===== src/rtl/aux_pin_pkg.sv =====
package aux_pin_pkg;
  localparam int NPINS  = 8;
  localparam int SEL_W  = 3;
  localparam int NSRC   = 1 << SEL_W;
  localparam int MODE_W = 2 * NPINS;
  localparam int HALF_W = MODE_W / 2;
  localparam int DW     = 32;
  localparam int IDX_W  = 5;

  // word indices of the register map
  localparam logic [IDX_W-1:0] IDX_MODE = 5'd0;
  localparam logic [IDX_W-1:0] IDX_IEN  = 5'd1;
  localparam logic [IDX_W-1:0] IDX_PEN  = 5'd2;
  localparam logic [IDX_W-1:0] IDX_DOUT = 5'd3;
  localparam logic [IDX_W-1:0] IDX_DIN  = 5'd4;
  localparam logic [IDX_W-1:0] IDX_SET  = 5'd5;
  localparam logic [IDX_W-1:0] IDX_CLR  = 5'd6;
  localparam logic [IDX_W-1:0] IDX_TGL  = 5'd7;
  localparam logic [IDX_W-1:0] IDX_SEL0 = 5'd8;
  localparam logic [IDX_W-1:0] IDX_MLO  = 5'd16;
  localparam logic [IDX_W-1:0] IDX_MHI  = 5'd17;

  typedef enum logic [1:0] {
    PM_PUSH   = 2'd0,
    PM_INPUT  = 2'd1,
    PM_ODRAIN = 2'd2,
    PM_OSRC   = 2'd3
  } pin_mode_e;

  typedef logic [NPINS-1:0][SEL_W-1:0] sel_vec_t;
endpackage


===== src/rtl/aux_pin_sync.sv =====
module aux_pin_sync #(
  parameter int W      = 8,
  parameter int STAGES = 2
) (
  input  logic         clk,
  input  logic         rst_n,
  input  logic [W-1:0] d,
  output logic [W-1:0] q
);
  logic [STAGES-1:0][W-1:0] chain_q;
  logic [STAGES-1:0][W-1:0] chain_d;

  always_comb begin
    chain_d = {chain_q[STAGES-2:0], d};
  end

  always_ff @(posedge clk or negedge rst_n) begin
    if (!rst_n) chain_q <= '0;
    else        chain_q <= chain_d;
  end

  assign q = chain_q[STAGES-1];
endmodule


===== src/rtl/aux_pin_regs.sv =====
module aux_pin_regs
  import aux_pin_pkg::*;
(
  input  logic              clk,
  input  logic              rst_n,
  input  logic [IDX_W-1:0]  bus_idx,
  input  logic              bus_wr,
  input  logic              bus_rd,
  input  logic [DW-1:0]     bus_wdata,
  output logic [DW-1:0]     bus_rdata,
  input  logic [NPINS-1:0]  din_masked,
  output logic [MODE_W-1:0] mode_q,
  output logic [NPINS-1:0]  ien_q,
  output logic [NPINS-1:0]  pen_q,
  output logic [NPINS-1:0]  dout_q,
  output sel_vec_t          sel_q
);
  logic [MODE_W-1:0] mode_d;
  logic [NPINS-1:0]  ien_d, pen_d, dout_d;
  sel_vec_t          sel_d;
  logic [NPINS-1:0]  wbits;
  logic              unused_hi;

  assign wbits     = bus_wdata[NPINS-1:0];
  assign unused_hi = ^bus_wdata[DW-1:MODE_W];

  // next-state
  always_comb begin
    mode_d = mode_q;
    ien_d  = ien_q;
    pen_d  = pen_q;
    dout_d = dout_q;
    sel_d  = sel_q;
    case (bus_idx)
      IDX_MODE: mode_d = bus_wdata[MODE_W-1:0];
      IDX_MLO:  mode_d[HALF_W-1:0] = bus_wdata[HALF_W-1:0];
      IDX_MHI:  mode_d[MODE_W-1:HALF_W] = bus_wdata[HALF_W-1:0];
      IDX_IEN:  ien_d  = wbits;
      IDX_PEN:  pen_d  = wbits;
      IDX_DOUT: dout_d = wbits;
      IDX_SET:  dout_d = dout_q | wbits;
      IDX_CLR:  dout_d = dout_q & ~wbits;
      IDX_TGL:  dout_d = dout_q ^ wbits;
      default:  ;
    endcase
    for (int p = 0; p < NPINS; p++) begin
      if (bus_idx == IDX_W'(int'(IDX_SEL0) + p)) sel_d[p] = bus_wdata[SEL_W-1:0];
    end
  end

  // state, clock-enabled by the write strobe
  always_ff @(posedge clk or negedge rst_n) begin
    if (!rst_n) begin
      mode_q <= '0;
      ien_q  <= '0;
      pen_q  <= '0;
      dout_q <= '0;
      sel_q  <= '0;
    end else if (bus_wr) begin
      mode_q <= mode_d;
      ien_q  <= ien_d;
      pen_q  <= pen_d;
      dout_q <= dout_d;
      sel_q  <= sel_d;
    end
  end

  // read mux
  always_comb begin
    bus_rdata = '0;
    if (bus_rd) begin
      case (bus_idx)
        IDX_MODE: bus_rdata[MODE_W-1:0] = mode_q;
        IDX_MLO:  bus_rdata[HALF_W-1:0] = mode_q[HALF_W-1:0];
        IDX_MHI:  bus_rdata[HALF_W-1:0] = mode_q[MODE_W-1:HALF_W];
        IDX_IEN:  bus_rdata[NPINS-1:0]  = ien_q;
        IDX_PEN:  bus_rdata[NPINS-1:0]  = pen_q;
        IDX_DOUT: bus_rdata[NPINS-1:0]  = dout_q;
        IDX_DIN:  bus_rdata[NPINS-1:0]  = din_masked;
        default:  ;
      endcase
      for (int p = 0; p < NPINS; p++) begin
        if (bus_idx == IDX_W'(int'(IDX_SEL0) + p)) bus_rdata[SEL_W-1:0] = sel_q[p];
      end
    end
  end
endmodule


===== src/rtl/aux_pin_drive.sv =====
module aux_pin_drive
  import aux_pin_pkg::*;
(
  input  logic [MODE_W-1:0] mode,
  input  logic [NPINS-1:0]  pen,
  input  logic [NPINS-1:0]  dout,
  input  sel_vec_t          sel,
  input  logic [NSRC-1:0]   periph,
  output logic [NPINS-1:0]  pad_out,
  output logic [NPINS-1:0]  pad_oe
);
  for (genvar g = 0; g < NPINS; g++) begin : g_pin
    logic      val;
    logic      o_b, e_b;
    pin_mode_e md;

    assign md  = pin_mode_e'(mode[2*g +: 2]);
    assign val = pen[g] ? periph[sel[g]] : dout[g];

    always_comb begin
      o_b = 1'b0;
      e_b = 1'b0;
      case (md)
        PM_PUSH:   begin o_b = val;  e_b = 1'b1; end
        PM_INPUT:  begin o_b = 1'b0; e_b = 1'b0; end
        PM_ODRAIN: begin o_b = 1'b0; e_b = ~val; end
        PM_OSRC:   begin o_b = 1'b1; e_b = val;  end
        default:   ;
      endcase
    end

    assign pad_out[g] = o_b;
    assign pad_oe[g]  = e_b;
  end
endmodule


===== src/rtl/aux_pin_ctrl.sv =====
module aux_pin_ctrl
  import aux_pin_pkg::*;
#(
  parameter int SYNC_STAGES = 2
) (
  input  logic             clk,
  input  logic             rst_n,
  input  logic [IDX_W-1:0] bus_idx,
  input  logic             bus_wr,
  input  logic             bus_rd,
  input  logic [DW-1:0]    bus_wdata,
  output logic [DW-1:0]    bus_rdata,
  input  logic [NSRC-1:0]  periph_in,
  input  logic [NPINS-1:0] pad_in,
  output logic [NPINS-1:0] pad_out,
  output logic [NPINS-1:0] pad_oe,
  output logic [NPINS-1:0] pad_ie
);
  // reset: asserted asynchronously, released on the clock
  logic [1:0] rst_pipe_q;
  logic       rst_int_n;

  always_ff @(posedge clk or negedge rst_n) begin
    if (!rst_n) rst_pipe_q <= '0;
    else        rst_pipe_q <= {rst_pipe_q[0], 1'b1};
  end
  assign rst_int_n = rst_pipe_q[1];

  logic [MODE_W-1:0] mode_w;
  logic [NPINS-1:0]  ien_w, pen_w, dout_w, pad_sync_w;
  sel_vec_t          sel_w;

  aux_pin_sync #(.W(NPINS), .STAGES(SYNC_STAGES)) u_sync (
    .clk   (clk),
    .rst_n (rst_int_n),
    .d     (pad_in),
    .q     (pad_sync_w)
  );

  aux_pin_regs u_regs (
    .clk        (clk),
    .rst_n      (rst_int_n),
    .bus_idx    (bus_idx),
    .bus_wr     (bus_wr),
    .bus_rd     (bus_rd),
    .bus_wdata  (bus_wdata),
    .bus_rdata  (bus_rdata),
    .din_masked (pad_sync_w & ien_w),
    .mode_q     (mode_w),
    .ien_q      (ien_w),
    .pen_q      (pen_w),
    .dout_q     (dout_w),
    .sel_q      (sel_w)
  );

  aux_pin_drive u_drive (
    .mode    (mode_w),
    .pen     (pen_w),
    .dout    (dout_w),
    .sel     (sel_w),
    .periph  (periph_in),
    .pad_out (pad_out),
    .pad_oe  (pad_oe)
  );

  assign pad_ie = ien_w;
endmodule


===== config.mk =====
export PLATFORM = sky130hd
export DESIGN_NAME = aux_pin_ctrl
export DESIGN_NICKNAME = d
export VERILOG_FILES = /design/src/rtl/aux_pin_pkg.sv /design/src/rtl/aux_pin_sync.sv /design/src/rtl/aux_pin_regs.sv /design/src/rtl/aux_pin_drive.sv /design/src/rtl/aux_pin_ctrl.sv
export SDC_FILE = /design/constraint.sdc
export NUM_CORES = 1
export LEC_CHECK = 0
export ABC_AREA = 0
export BUFFER_PORTS_ARGS = -buffer_cell sky130_fd_sc_hd__buf_2
export CAP_MARGIN = 20
export CORE_MARGIN = 3
export CORE_UTILIZATION = 40
export DETAILED_ROUTE_END_ITERATION = 10
export GPL_TIMING_DRIVEN = 0
export PLACE_DENSITY_LB_ADDON = 0.08
export SYNTH_ARGS = -nofsm -noshare
export SYNTH_HDL_FRONTEND = slang
export SYNTH_SLANG_ARGS = --single-unit
export TNS_END_PERCENT = 30

===== constraint.sdc =====
create_clock -name clk -period 2.3 [get_ports clk]
set_input_delay 0.46 -clock clk [delete_from_list [all_inputs] [get_ports clk]]
set_output_delay 0.46 -clock clk [all_outputs]
set_load 0.05 [all_outputs]

-- Word-level counts from Yosys, hierarchy flattened
Cells that the tools add are included.
- equal/unequal tests: 41
- $lt $le $gt $ge: 8
- muxes and demuxes: 53
- bitwise operators: 13
- reductions and logical operators: 33
- operators with widths (cell ; count):
    $pmux W8 S6 ; 1
    $eq A5 B4 Y1 const B ; 8
    $eq A2 B2 Y1 const B ; 16
    $lt A3 B4 Y1 const B ; 8
    $pmux W1 S4 ; 8
    $pmux W8 S4 ; 1
    $reduce_and A2 Y1 ; 13
    $bmux W1 S3 ; 8
    $mux W3 ; 8
    $pmux W1 S3 ; 8
    $eq A5 B3 Y1 const B ; 4
    $reduce_or A2 Y1 ; 9
    $and A8 B8 Y8 ; 2
    $eq A2 B1 Y1 const B ; 8
    $logic_not A2 Y1 ; 8
    $mux W1 ; 16
    $mux W16 ; 1
    $pmux W8 S2 ; 1
    $eq A5 B2 Y1 const B ; 2
    $eq A5 B5 Y1 const B ; 2
    $mux W8 ; 1
    $not A1 Y1 ; 8
    $not A8 Y8 ; 1
    $or A8 B8 Y8 ; 1
    5 further kinds ; 5
- word-level logic and storage cells: 164
- flip-flop bits (word level): 82
- input bits: 57

-- Logic depth before layout (Yosys ltp)
- depth after elaboration: 12
- mapped depth: 8

-- Modules after synthesis
From an unflattened synthesis, not the netlist that was laid out.
- cell total of the unflattened synthesis: 529
- area total of the unflattened synthesis: 5307.6 um2
- by module, submodules not included (module ; instances ; area an instance (um2) ; sequential area each (um2) ; cells each):
    aux_pin_regs ; 1 ; 3862.5 ; 1601.5 ; 414
    aux_pin_drive ; 1 ; 940.9 ; 0.0 ; 88
    aux_pin_sync ; 1 ; 400.4 ; 400.4 ; 16
    aux_pin_ctrl ; 1 ; 103.8 ; 50.0 ; 11

-- Worst setup path before layout
Ideal clock, no wire load.
- path type: input to output
- start point: input bus_idx[2]
- end point: output bus_rdata[0]
- buffers on the path: 2
- setup slack: -473 ps
- arrival: 2313 ps
- cell stages on the path: 7
- cells stage by stage: buf_6 or3b_1 buf_6 nor3_4 a32o_1 o31ai_1 a21oi_1
- cells in the longest elaborated chain, start to end: 12
- ends and longest elaborated chain (what ; line ; source):
    from (decl) ; aux_pin_ctrl.sv:8 ; input logic [IDX_W-1:0] bus_idx,
    $eq A5 B5 Y1 / $logic_not A5 Y1 (equally long branches) ; aux_pin_regs.sv:72 ; case (bus_idx)
    $reduce_or A2 Y1 (no line) ; n/a ;
    $pmux W8 S6 ; aux_pin_regs.sv:72 ;
    $mux W3 (7 in a row) ; aux_pin_regs.sv:83 ; if (bus_idx == IDX_W'(int'(IDX_SEL0) + p)) bus_rdata[SEL_W-1:0] = sel_q[p];
    $mux W3 * ; aux_pin_regs.sv:83 ;
    $mux W16 * ; aux_pin_regs.sv:71 ; if (bus_rd) begin
    to (decl) ; aux_pin_ctrl.sv:12 ; output logic [DW-1:0] bus_rdata,
Every way passes the cells marked *; elsewhere a longest branch is shown, timed or not.

-- Worst setup path in the final report
- start point: register u_regs.sel_q[15] (netlist bit)
- end point: output pad_out[5]
- cells in the longest elaborated chain, start to end: 4
- ends and longest elaborated chain (what ; line ; source):
    from (decl) ; aux_pin_regs.sv:16 ; output sel_vec_t sel_q
    from (signal assigned) ; aux_pin_regs.sv:64 ; sel_q <= sel_d;
    $bmux W1 S3 ; aux_pin_drive.sv:18 ; assign val = pen[g] ? periph[sel[g]] : dout[g];
    $mux W1 (implied by the code) ; aux_pin_drive.sv:18 ;
    $mux W1 ; aux_pin_drive.sv:18 ;
    $pmux W1 S3 ; aux_pin_drive.sv:23 ; case (md)
    to (decl) ; aux_pin_ctrl.sv:15 ; output logic [NPINS-1:0] pad_out,
Every way passes these cells. The select of a mux whose other input is x is not followed.

==> results summary <==
After floorplanning, the core was sized to cover 0.01277 mm^2. STA puts the critical path data required time at 1.84 ns. The final weighted congestion in routability-driven placement came out at 0.9059. The worst setup path is captured at a primary output. The reported max-cap violation count came out at 0. Setup repair after global routing could not meet its margin everywhere.

The final setup violation count came out at 25. The sequential cells in the finished layout cover a total of 0.002063 mm^2. The number of buffer and inverter stages on the critical path came out at 3. The initial antenna violation count came out at 0. The pin count of the biggest net entering global routing came out at 46. The element type at the critical path start is a flop. The wire length of the first global-routing pass came out at 24750 um. The number of flops mapped to enable cells by yosys is 0.

The number of optimization iterations in the first detailed-route pass is 5. The tightest min-delay check is of the in2reg type. At the pin with the least slew margin, the transition time is 0.5351 ns.

The clock tree synthesis step divided the H-tree into 3 levels. The analysis attributes to cell leakage a power of 3.157 nW. The vias after detailed routing is 4512. The final reports fail on setup timing. Across all setup checks in the final design, the least slack found is -0.3855 ns. Of the cells placed in the final design, the portion with a size suffix greater than 1 is 35.22%. After clock tree synthesis, the clock-pin slew on the worst setup and hold paths is 0.06 ns.

The buffer cell driving the clock tree root is clkbuf_16. The number of nets in the layout came out at 741. The area growth from synthesis to layout is 29.58%. The normalized max-slew margin is 64.09%. The final clock period utilization by the worst path is 116.8%. The number of instances in the synthesized netlist came out at 552.

The die boundary width came out at 121.1 um. In this run the count of I/O pins placed on the die edge is 113. The final-report hold violation count is 0. Counting flops and latches in the post-synthesis netlist gives 82. The worst setup skew after layout is 0.003857 ns. The finished cells cover 0.006868 mm^2. Yosys printed 0 warnings. TritonCTS built the clock tree. The most frequent cell after synthesis is dfrtp_1. The number of routed nets with antenna violations came out at 0. The post-synthesis sequential area ratio is 38.72%. The mean post-synth cell area is 9.602 um^2. The largest vdd supply drop is 0.5508 mV.

The number of buffers added by the clock tree synthesis step came out at 9. The multi-input logic area came out at 0.003047 mm^2. The placed wire-length estimate after detailed placement is 11720 um.

The aggregate global-route resource usage is 22.09%. The netlist area before placement came out at 0.005300 mm^2. Counting I/O delays and the setup requirement, the final critical path takes 2.686 ns. Dividing the detail-routed wire length by the instance count gives 18.64 um. The number of DRC markers in iteration 0 came out at 341. The via count normalized by instance count came out at 5.340. The count of distinct cell types in the synthesized netlist came out at 55. The via count of the first global-routing pass is 4420. The clock passes through at most 2 buffers. The worst slack at placement came out at -0.4845 ns. After detailed routing, the number of remaining DRC violations is 0. The die boundary height is 121.1 um. In the post-synthesis netlist, the biggest area contributors are dfrtp_1 (39%), mux4_2 (7.2%), nand2_1 (5.3%), o21ai_0 (4.8%), buf_4 (4.8%). The clock latency at the later pin of the worst-skew pair is 0.34 ns.

The final global-route overflow total is 0. The stage delay of the slowest cell on the critical path is 0.55 ns. The count of final max-slew check failures came out at 0.

Counting the fill cells in the layout gives 1155. The share of flip-flops with an asynchronous set or reset after synthesis came out at 100.0%. The run finished, with violations left.

The floorplan step defined a die boundary enclosing 0.01467 mm^2. The cell area power density came out at 839.2 mW/mm^2. The placement row count came out at 41. Wires add up to 15750 um. The biggest area contributor in the post-synthesis netlist is dfrtp_1. The clock net sink count is 82. The total negative slack for setup checks came out at -5.451 ns. Among all flip-flop cells after synthesis, the most frequent one is dfrtp_1.

The setup path with the least slack is of type reg2out. The slowest stage of the critical path is the mux4_2 cell. Counting instances in the post-synthesis netlist gives the leading cell types as dfrtp_1 (82), nand2_1 (75), o21ai_0 (51).

The worst-path maximum fanout is 3. 0 antenna diodes ended up in the layout. The post-place instance area is 0.006022 mm^2. The effective utilization at floorplan is 41.49%.

The utilization after layout is 53.77%. The upper clock frequency limit came out at 372.4 MHz. The critical path goes through mux4_2 -> mux2i_4 -> nand2_2 -> buf_4 -> buf_6 -> a22o_4 -> buf_8. After synthesis, the largest area contributor takes up 38.72% of total cell area. On the critical path the largest part of the delay comes from multiplexers. The count of buffers inserted at the top-level ports came out at 76. The arrival time at the worst endpoint came out at 2.23 ns.
[logic make-up (layout without fill, tap and decap cells)]
group / count (synthesis) / after routing / share of synthesized area, %
AO/OA/AOI/OAI: 129 / 129 / 14.85
XOR/XNOR: 9 / 9 / 1.487
adder cells (fa/ha/maj): 16 / 16 / 3.777
buffers and inverters: 80 / 186 / 8.805
flip-flops: 82 / 82 / 38.72
multiplexers: 63 / 63 / 16.43
other: 2 / 17 / 0.1417
AND/OR/NAND/NOR: 171 / 171 / 15.79
[path summary, 6_finish.rpt]
| kind | startpoint | end | slack, ns | cells after the start |
|---|---|---|---|---|
| worst max-delay path | u_regs.sel_q[15] | pad_out[5] | -0.39 | 7 |
| worst min-delay path | pad_in[6] | u_sync.chain_d[14] | 0.22 | 1 |
| worst max register to register | u_regs.dout_q[1] | u_regs.dout_q[1] | 0.88 | 6 |
| worst min register to register | rst_pipe_q[1] | u_regs.ien_q[4] | 0.30 | 0 |
| max in group asynchronous | rst_pipe_q[1] | u_regs.sel_q[3] | 1.39 | 1 |
| min in group asynchronous | rst_pipe_q[1] | u_regs.ien_q[4] | 0.30 | 0 |
[registers in the layout, summed over array words and instances (netlist names)]
register and cells:
u_sync.chain_d 8, u_regs.sel_q 24, rst_pipe_q 2, u_regs.ien_q 8
u_sync.q 8, u_regs.pen_q 8, u_regs.mode_q 16, u_regs.dout_q 8
[power breakdown]
part           switching, W  internal, W
logic               0.00121      0.00102
registers          0.000376      0.00169
clock network      0.000598     0.000870
total               0.00218      0.00358
[layout make-up]
type                       count  area share (%)
buffer                        53           5.484
inverter                      25           1.366
tap                          172           3.134
timing repair buffer          92           11.17
multi-input combinational    405           44.36
sequential                    82           30.04
clock buffer                  10           3.480
clock inverter                 6          0.9656
[cell usage in the layout, fill, tap and decap left out, types with 9 or more instances in the layout]
| master | netlist | routed |
|---|---|---|
| a21oi_1 | 28 | 25 |
| and2_1 | 9 | 9 |
| buf_2 | 7 | 47 |
| buf_4 | 34 | 48 |
| buf_6 | 4 | 26 |
| buf_8 | 0 | 10 |
| clkbuf_16 | 0 | 9 |
| conb_1 | 2 | 17 |
| dfrtp_1 | 82 | 75 |
| ha_1 | 16 | 16 |
| inv_1 | 24 | 24 |
| mux2_2 | 22 | 22 |
| mux2i_1 | 24 | 17 |
| mux4_2 | 17 | 17 |
| nand2_1 | 75 | 70 |
| nor2_1 | 38 | 37 |
| nor3_1 | 9 | 9 |
| o21ai_0 | 51 | 50 |
[per-stage QoR]
stage	total power (W)	hold WS [ns]	std cells
6_report	0.005763	0.2179	845
5_1_grt	0.006053	0.2051	845
4_1_cts	0.005737	0.2026	841
3_5_place_dp	0.003926	0.2499	816
3_3_place_gp	0.003877	0.2454	815
2_1_floorplan	0.003428	0.1644	567
[repair_timing]
item                                    in CTS  in global routing
resized for setup                          106                 23
hold buffers                                 1                  0
pin swaps                                   12                 10
endpoints found under the setup margin      32                 32
cloned                                       0                  0
hold endpoints to repair                     2                  0
setup buffers                               10                  4
[layer usage]
layer,GRT usage (%),up-vias,wire [um]
li1,-,2137,-
met1,31.78,2185,7249
met2,32.51,164,7058
met3,3.683,26,981
met4,10.13,0,464
met5,0,-,0
No activity file was read; power rests on OpenSTA's default activity.
